$ cat src/rtl/burst_colgen_pkg.sv
package burst_colgen_pkg;

  typedef struct packed {
    logic load;
    logic step;
  } colStb_t;

  typedef enum logic [2:0] {
    MODE_LIN2   = 3'b000,
    MODE_LIN4   = 3'b001,
    MODE_LIN8   = 3'b010,
    MODE_PAGE   = 3'b011,
    MODE_ILV2   = 3'b100,
    MODE_ILV4   = 3'b101,
    MODE_ILV8   = 3'b110,
    MODE_ALLBNK = 3'b111
  } burstMode_e;

endpackage

$ cat src/rtl/burst_colgen_ctl.sv
module burst_colgen_ctl
  import burst_colgen_pkg::*;
(
  input  logic    clk,
  input  logic    rstN,
  input  logic    burstEn,
  input  logic    chipSel,
  input  logic    startStb,
  input  logic    stepStb,
  output colStb_t stb,
  output logic    burstActive,
  output logic    restartErr
);

  logic activeQ;
  logic errQ;
  logic goOk;

  always_comb begin
    goOk     = burstEn && chipSel;
    stb.load = startStb && goOk && !activeQ;
    stb.step = stepStb && goOk && activeQ;
  end

  always_ff @(posedge clk) begin
    if (!rstN) begin
      activeQ <= 1'b0;
      errQ    <= 1'b0;
    end else begin
      // termination dominates; a load only happens from idle
      activeQ <= goOk && (activeQ || stb.load);
      errQ    <= startStb && goOk && activeQ;
    end
  end

  assign burstActive = activeQ && goOk;
  assign restartErr  = errQ;

endmodule

$ cat src/rtl/burst_colgen_dp.sv
module burst_colgen_dp
  import burst_colgen_pkg::*;
#(
  parameter int ADDR_W = 10,
  parameter int BANK_W = 2
) (
  input  logic              clk,
  input  logic              rstN,
  input  colStb_t           stb,
  input  logic [ADDR_W-1:0] startAddr,
  input  logic [2:0]        modeCode,
  output logic [ADDR_W-1:0] colAddr,
  output logic [2:0]        curMode
);

  localparam int COL_W  = ADDR_W - BANK_W;
  localparam int N_WRAP = 3;

  logic [ADDR_W-1:0] startQ;
  logic [ADDR_W-1:0] cntQ;
  logic [2:0]        modeQ;
  logic [ADDR_W-1:0] sumAddr;
  logic [ADDR_W-1:0] pageAddr;
  logic [ADDR_W-1:0] linAddr [N_WRAP];
  logic [ADDR_W-1:0] ilvAddr [N_WRAP];

  always_ff @(posedge clk) begin
    if (!rstN) begin
      startQ <= '0;
      cntQ   <= '0;
      modeQ  <= '0;
    end else if (stb.load) begin
      startQ <= startAddr;
      modeQ  <= modeCode;
      cntQ   <= '0;
    end else if (stb.step) begin
      cntQ <= cntQ + 1'b1;
    end
  end

  assign sumAddr  = startQ + cntQ;
  assign pageAddr = {startQ[ADDR_W-1:COL_W], sumAddr[COL_W-1:0]};

  // one candidate per wrap length, for linear and interleaved order
  for (genvar g = 0; g < N_WRAP; g++) begin : gWrap
    localparam logic [ADDR_W-1:0] WMASK = ADDR_W'((2 << g) - 1);
    assign linAddr[g] = (startQ & ~WMASK) | (sumAddr & WMASK);
    assign ilvAddr[g] = startQ ^ (cntQ & WMASK);
  end

  always_comb begin
    case (burstMode_e'(modeQ))
      MODE_LIN2:   colAddr = linAddr[0];
      MODE_LIN4:   colAddr = linAddr[1];
      MODE_LIN8:   colAddr = linAddr[2];
      MODE_PAGE:   colAddr = pageAddr;
      MODE_ILV2:   colAddr = ilvAddr[0];
      MODE_ILV4:   colAddr = ilvAddr[1];
      MODE_ILV8:   colAddr = ilvAddr[2];
      MODE_ALLBNK: colAddr = sumAddr;
      default:     colAddr = sumAddr;
    endcase
  end

  assign curMode = modeQ;

endmodule

$ cat src/rtl/burst_colgen.sv
module burst_colgen
  import burst_colgen_pkg::*;
#(
  parameter int ADDR_W = 10,
  parameter int BANK_W = 2
) (
  input  logic              clk,
  input  logic              rstN,
  input  logic              burstEn,
  input  logic              chipSel,
  input  logic              startStb,
  input  logic              stepStb,
  input  logic [ADDR_W-1:0] startAddr,
  input  logic [2:0]        modeCode,
  input  logic [BANK_W-1:0] rowBank,
  output logic [ADDR_W-1:0] colAddr,
  output logic              burstActive,
  output logic              writeOk,
  output logic              restartErr
);

  localparam int COL_W = ADDR_W - BANK_W;

  colStb_t    stb;
  logic [2:0] curMode;

  burst_colgen_ctl i_ctl (
    .clk         (clk),
    .rstN        (rstN),
    .burstEn     (burstEn),
    .chipSel     (chipSel),
    .startStb    (startStb),
    .stepStb     (stepStb),
    .stb         (stb),
    .burstActive (burstActive),
    .restartErr  (restartErr)
  );

  burst_colgen_dp #(.ADDR_W(ADDR_W), .BANK_W(BANK_W)) i_dp (
    .clk       (clk),
    .rstN      (rstN),
    .stb       (stb),
    .startAddr (startAddr),
    .modeCode  (modeCode),
    .colAddr   (colAddr),
    .curMode   (curMode)
  );

  assign writeOk = burstActive && (colAddr[ADDR_W-1:COL_W] == rowBank);

endmodule

$ cat config.mk
export PLATFORM = sky130hd
export DESIGN_NAME = burst_colgen
export DESIGN_NICKNAME = d
export VERILOG_FILES = /design/src/rtl/burst_colgen_pkg.sv /design/src/rtl/burst_colgen_ctl.sv /design/src/rtl/burst_colgen_dp.sv /design/src/rtl/burst_colgen.sv
export SDC_FILE = /design/constraint.sdc
export NUM_CORES = 1
export LEC_CHECK = 0
export ABC_AREA = 0
export BUFFER_PORTS_ARGS = -buffer_cell sky130_fd_sc_hd__buf_2
export CAP_MARGIN = 0
export CORE_UTILIZATION = 30
export DETAILED_ROUTE_END_ITERATION = 12
export PLACE_DENSITY = 0.55
export SYNTH_ARGS = -nofsm -noshare
export SYNTH_HDL_FRONTEND = slang
export SYNTH_SLANG_ARGS = --single-unit
$ cat constraint.sdc
create_clock -name clk -period 3.71 [get_ports clk]
set_input_delay 1.113 -clock clk [delete_from_list [all_inputs] [get_ports clk]]
set_output_delay 1.113 -clock clk [all_outputs]
set_load 0.02 [all_outputs]
==> flow_summary.toml, run 1 <==
[global_route]
antenna_found_initial = 0
grt_pass1_wl_um = 6820
grt_max_degree = 17
grt_pass1_vias = 1453
gr-usage-all-layers = 0.143
grt_overflow = 0

[placement]
io_buffer_count = 33
place.gp.congestion = 0.837
dpl.hpwl_um = 3070
placed_cell_area_um2 = 1940

[final_layout]
nets = 276
area_delta_synth_final_pct = 22.2
diodes = 0
stdcell_area_um2 = 2080
drive_above_1_share = 0.259

[route]
drc = 0
drt_iter0_drc = 44
wl_per_cell_um = 13.0
wl_um = 4080
first_pass_iters = 4
via_per_inst = 4.94
dr_total_vias = 1555
ant_nets = 0

[critical_path]
crit_family = "simple AND/OR/NAND/NOR gates"
worst-setup-path-type = "reg2out"
required_ps = 2600
path_cells = "ha_1 > a211oi_4 > nor4b_4 > or2_1 > or3_4 > o2bb2ai_2 > a2111oi_2 > buf_2"
critPathSlowestCell = "or3_4"
slowest_delay_ps = 400
crit_path_start_kind = "flip-flop"
worstSetupEndpointType = "primary output"
cp_num_buf_inv = 1
cp_max_fo = 4
arrival_ps = 2480

[synth]
synth_seq_area_share = 0.294
ys_ff_latch = 25
synth_top_flop_cell = "dfxtp_1"
synth_fp_nets = 241
synth-edff-count = 0
synthCells = 209
ys_top_cells_by_area = "dfxtp_1, nand2_1, ha_1"
synth_cell_type_count = 46
yosysWarnings = 0
synth_area_um2 = 1700
syn_area_per_cell_um2 = 8.14
synth_top_area_frac = 0.294
synth_area_leader_cell = "dfxtp_1"
synthArstFlopShare = 0

[sta]
fin_skew_ps = 5.32
fmax_mhz = 278
finalSetupViolCount = 0
tns_ps = 0
slew_headroom = 0.692
slew_violations = 0
worst_pin_slew_ps = 461
hold_viol_final = 0
period_share = 0.968
rsz0062_at_grt = "false"
period_needed_ps = 3590

[status]
status = "completed"

[pwr]
p_per_area_nw_per_um2 = 241
power.total_uw = 501
vdd_drop_max_v = 0.000168
p_leak_nw = 0.839

[die]
io_pins = 34
die_x_um = 77.3
initial_core_util = 0.311
num_rows = 27
core-area_um2 = 5470
die-height_um = 77.3
die-area_um2 = 5980

[cts]
clk_pin_slew_ps = 90
cts_buffers = 3
clk_path_buf_depth = 2
clkSinkCount = 25
h-tree-depth = 1
holdBufCountCts = 0
clk_latency_ps = 270
cts_tree = "done"
clockRootBuffer = "clkbuf_8"

[min_path]
hold_path.class = "reg2reg"

[flow_run]
drv_cap = 0
[placed cells by master (no fill, tap or decap), types with 3 or more instances in the layout]
| master | netlist | routed |
|---|---|---|
| buf_4 | 1 | 4 |
| inv_1 | 5 | 5 |
| a21boi_0 | 14 | 14 |
| dfxtp_1 | 25 | 22 |
| clkbuf_8 | 0 | 3 |
| o21ai_0 | 5 | 5 |
| nand2_1 | 41 | 41 |
| xor2_1 | 10 | 10 |
| o21a_1 | 5 | 5 |
| dfxtp_2 | 0 | 3 |
| nand4_1 | 3 | 3 |
| xnor2_1 | 5 | 5 |
| or3_1 | 3 | 3 |
| nor3b_1 | 3 | 3 |
| a21oi_1 | 10 | 10 |
| buf_2 | 1 | 33 |
| nor3_1 | 4 | 4 |
| ha_1 | 10 | 7 |
| and3_1 | 5 | 5 |
| o21ai_1 | 11 | 9 |
| nor2_1 | 11 | 10 |
[cell families after synthesis]
kind of cell               share of synthesized area
and+or+nand+nor                                0.255
AOI/OAI and AO/OA                              0.247
DFF                                            0.294
xor gates and xnor gates                      0.0772
buffers and inverters                         0.0294
adders and majority gates                     0.0853
muxes                                         0.0118
[layer usage]
metal  track usage  routed length (µm)  part of all wire
met1         0.188                2030              0.50
met2         0.235                1890              0.46
met3        0.0345                 137             0.034
met4        0.0283                  23            0.0056
met5             0                   0                 0
[per-stage QoR]
step	setup WS, ps	std cells	hold WS (ps)	utilization
floorplan	52.1	209	447	-
global placement	284	309	466	0.355
detailed placement	194	309	464	0.355
CTS	56.6	314	482	0.367
global route	2.54	315	511	0.380
finish	118	315	492	0.380
[final timing paths]
| kind | to | slack [ps] | from | depth (start not counted) |
|---|---|---|---|---|
| worst max-delay path | writeOk | 120 | i_dp.startQ[1]$_SDFFE_PN0P_ | 8 |
| worst min-delay path | i_dp.startQ[0]$_SDFFE_PN0P_ | 490 | i_dp.startQ[0]$_SDFFE_PN0P_ | 2 |
| worst max register to register | i_dp.cntQ[9]$_SDFFE_PP0P_ | 1990 | i_ctl.activeQ$_SDFF_PN0_ | 5 |
| worst min register to register | i_dp.startQ[0]$_SDFFE_PN0P_ | 490 | i_dp.startQ[0]$_SDFFE_PN0P_ | 2 |
[report_power, final]
group / switching (mW) / internal [mW] / leakage, nW / total [mW]
Sequential: 0.00651 / 0.273 / 0.204 / 0.280
Clock: 0.0899 / 0.0752 / 0.0255 / 0.165
Combinational: 0.0317 / 0.0249 / 0.609 / 0.0566
[layout make-up]
cell class / count / area (µm²)
clock buffers: 3 / 41.3
flip-flops and latches: 25 / 504
well taps: 72 / 90.1
inverters: 5 / 18.8
repair buffers: 37 / 195
fillers: 603 / 3390
multi-input cells: 172 / 1220
clock inverters: 1 / 5.00
[synth_stat cells (all sizes together), types with 2 or more instances]
cell type	number
a211oi	2
or2	2
a21o	2
nand2	41
o21a	5
or3	4
nand3	4
nand2b	2
xor2	10
nand4	4
buf	2
clkbuf	5
a21oi	10
a21boi	14
inv	5
nor2	11
nor3	4
mux2i	2
dfxtp	25
ha	10
nor3b	3
xnor2	5
o21ai	16
and3	5
[repair_timing]
item / CTS / global route
pin swaps: 1 / 0
setup buffers: 1 / 1
endpoints found under the setup margin: 1 / 1
resized for setup: 4 / 13
[registers in the layout, summed over array words and instances (netlist names)]
signal,flops
i_ctl.activeQ,1
i_ctl.restartErr,1
i_dp.cntQ,10
i_dp.curMode,3
i_dp.startQ,10
[worst min-delay path, cell delays in order (launching register included)]
cell and delay [ps]:
dfxtp_2 340, nand2_1 50, a21boi_0 60
Note: power is estimated with default switching activity, not from simulation.
==> run 2: changes to the inputs <==
--- a/config.mk
+++ b/config.mk
@@ -8,9 +8,11 @@
 export ABC_AREA = 0
 export BUFFER_PORTS_ARGS = -buffer_cell sky130_fd_sc_hd__buf_2
 export CAP_MARGIN = 0
+export CELL_PAD_IN_SITES_DETAIL_PLACEMENT = 0
+export CELL_PAD_IN_SITES_GLOBAL_PLACEMENT = 1
 export CORE_UTILIZATION = 30
 export DETAILED_ROUTE_END_ITERATION = 12
-export PLACE_DENSITY = 0.55
+export PLACE_DENSITY = 0.68
 export SYNTH_ARGS = -nofsm -noshare
 export SYNTH_HDL_FRONTEND = slang
 export SYNTH_SLANG_ARGS = --single-unit
==> run 2 against run 1 <==
Compared with the run above:
- global-route usage is 0.10 points lower
- via count is 2.2% lower
- fmax is 1.4% higher
- critical path depth is 1 higher
- clock power hardly changed
- design area is 0.42% lower
- clock skew is 1.0 ps lower
- hold slack worse by 4.3 ps
- register-to-register slack worse by 40 ps
- total power is 0.41% lower
- critical endpoint unchanged
==> flow_summary.toml, run 2 (synthesis gave the netlist of run 1 again) <==
[cts]
cts_tree = "done"
cts_buffers = 3
clk_path_buf_depth = 2
clk_pin_slew_ps = 80
h-tree-depth = 1
holdBufCountCts = 0
clockRootBuffer = "clkbuf_8"
clk_latency_ps = 270
clkSinkCount = 25

[sta]
hold_viol_final = 0
slew_headroom = 0.689
fmax_mhz = 282
rsz0062_at_grt = "false"
period_share = 0.955
period_needed_ps = 3540
finalSetupViolCount = 0
setup_slack_ps = 166
tns_ps = 0
worst_pin_slew_ps = 466
whs_ps = 488
slew_violations = 0
fin_skew_ps = 4.32

[die]
die-height_um = 77.3
die_x_um = 77.3
die-area_um2 = 5980
num_rows = 27
core-area_um2 = 5470
initial_core_util = 0.311
io_pins = 34

[placement]
dpl.hpwl_um = 3110
place_inst = 309
placed_cell_area_um2 = 1940
io_buffer_count = 33
place.gp.congestion = 0.817
preCtsSetupSlack_ps = 220

[critical_path]
r2r_end = "i_dp.cntQ[5]$_SDFFE_PP0P_"
required_ps = 2600
ff2ff_path_depth = 5
crit_path_start_kind = "flip-flop"
arrival_ps = 2430
r2r_start = "i_ctl.activeQ$_SDFF_PN0_"
cp_max_fo = 4
worst-setup-path-type = "reg2out"
r2r_setup_slack_ps = 1950
worstSetupEndpointType = "primary output"

[final_layout]
stdcell_area_um2 = 2070
drive_above_1_share = 0.256
seqCellArea_um2 = 505
multi_input_area_um2 = 1220
final_cell_mix = "nand2_1, buf_2, dfxtp_1"
area_delta_synth_final_pct = 21.7
diodes = 0
nets = 275
utilization = 0.378
instances_no_fill = 314
final_common_cell = "nand2_1"
fillers = 598

[global_route]
met1_usage = 0.203
grt_use_met3 = 0.0310
grt_overflow = 0
antenna_found_initial = 0
gr-usage-all-layers = 0.142
grt_pass1_vias = 1451
grt-busiest-layer = "met2"
grt_max_degree = 17
use_met2 = 0.215
grt_pass1_wl_um = 6810

[route]
wl_per_cell_um = 12.7
drt_iter0_drc = 65
drc = 0
via_per_inst = 4.84
wl_um = 4000
first_pass_iters = 4
dr_total_vias = 1521
ant_nets = 0

[status]
status = "completed"

[flow_run]
drv_cap = 0

[pwr]
vdd_drop_max_v = 0.000220
p_per_area_nw_per_um2 = 241
power.total_uw = 499
p_leak_nw = 0.826

[min_path]
min_to = "i_dp.startQ[0]$_SDFFE_PN0P_"
min_path_cells = 2
hold_path.class = "reg2reg"
min_from = "i_dp.startQ[0]$_SDFFE_PN0P_"
==> run 2: critical path, cell delays in order, from the launching register on <==
cell and delay (ps):
dfxtp_1 440, inv_1 110, fa_2 400, nor2b_4 120, o21ai_1 110, a2111o_1 380, nand3_1 110, xor2_1 90
a2111oi_2 190, buf_2 210
==> run 2: worst max path at each step <==
stage	end	start	cells past startpoint	slack, ps
after floorplan	writeOk	i_dp.cntQ[0]$_SDFFE_PP0P_	9	50
after global placement	writeOk	i_dp.cntQ[0]$_SDFFE_PP0P_	10	270
after detailed placement	writeOk	i_dp.cntQ[0]$_SDFFE_PP0P_	10	220
after CTS	writeOk	i_dp.cntQ[0]$_SDFFE_PP0P_	10	60
after global routing	writeOk	i_dp.cntQ[8]$_SDFFE_PP0P_	8	3
final	writeOk	i_dp.cntQ[1]$_SDFFE_PP0P_	9	170
==> run 2: area by class of cell <==
class	instances	share of cell area
clock buffers	4	0.0218
inverters	5	0.00906
flip-flops and latches	25	0.244
well taps	72	0.0435
multi-input cells	172	0.591
repair buffers	36	0.0906
==> run 2: layer usage <==
layer | vias to the layer above | wire length (µm)
met5 | - | 0
met4 | 0 | 59
met3 | 4 | 137
met2 | 33 | 1700
met1 | 671 | 2100
li1 | 813 | -
==> run 2: power by group <==
| part | total [mW] | internal, mW | switching, mW |
|---|---|---|---|
| logic | 0.0564 | 0.0249 | 0.0315 |
| clock network | 0.163 | 0.0769 | 0.0864 |
| registers | 0.280 | 0.273 | 0.00637 |
| total | 0.499 | 0.375 | 0.124 |
==> run 2: repair_timing <==
| action | 4_1_cts | 5_1_grt |
|---|---|---|
| resized for setup | 3 | 17 |
| setup endpoints to repair | 1 | 1 |
| pin swaps | 0 | 3 |
| endpoints found under the hold margin | 0 | 0 |
| buffers inserted | 1 | 0 |
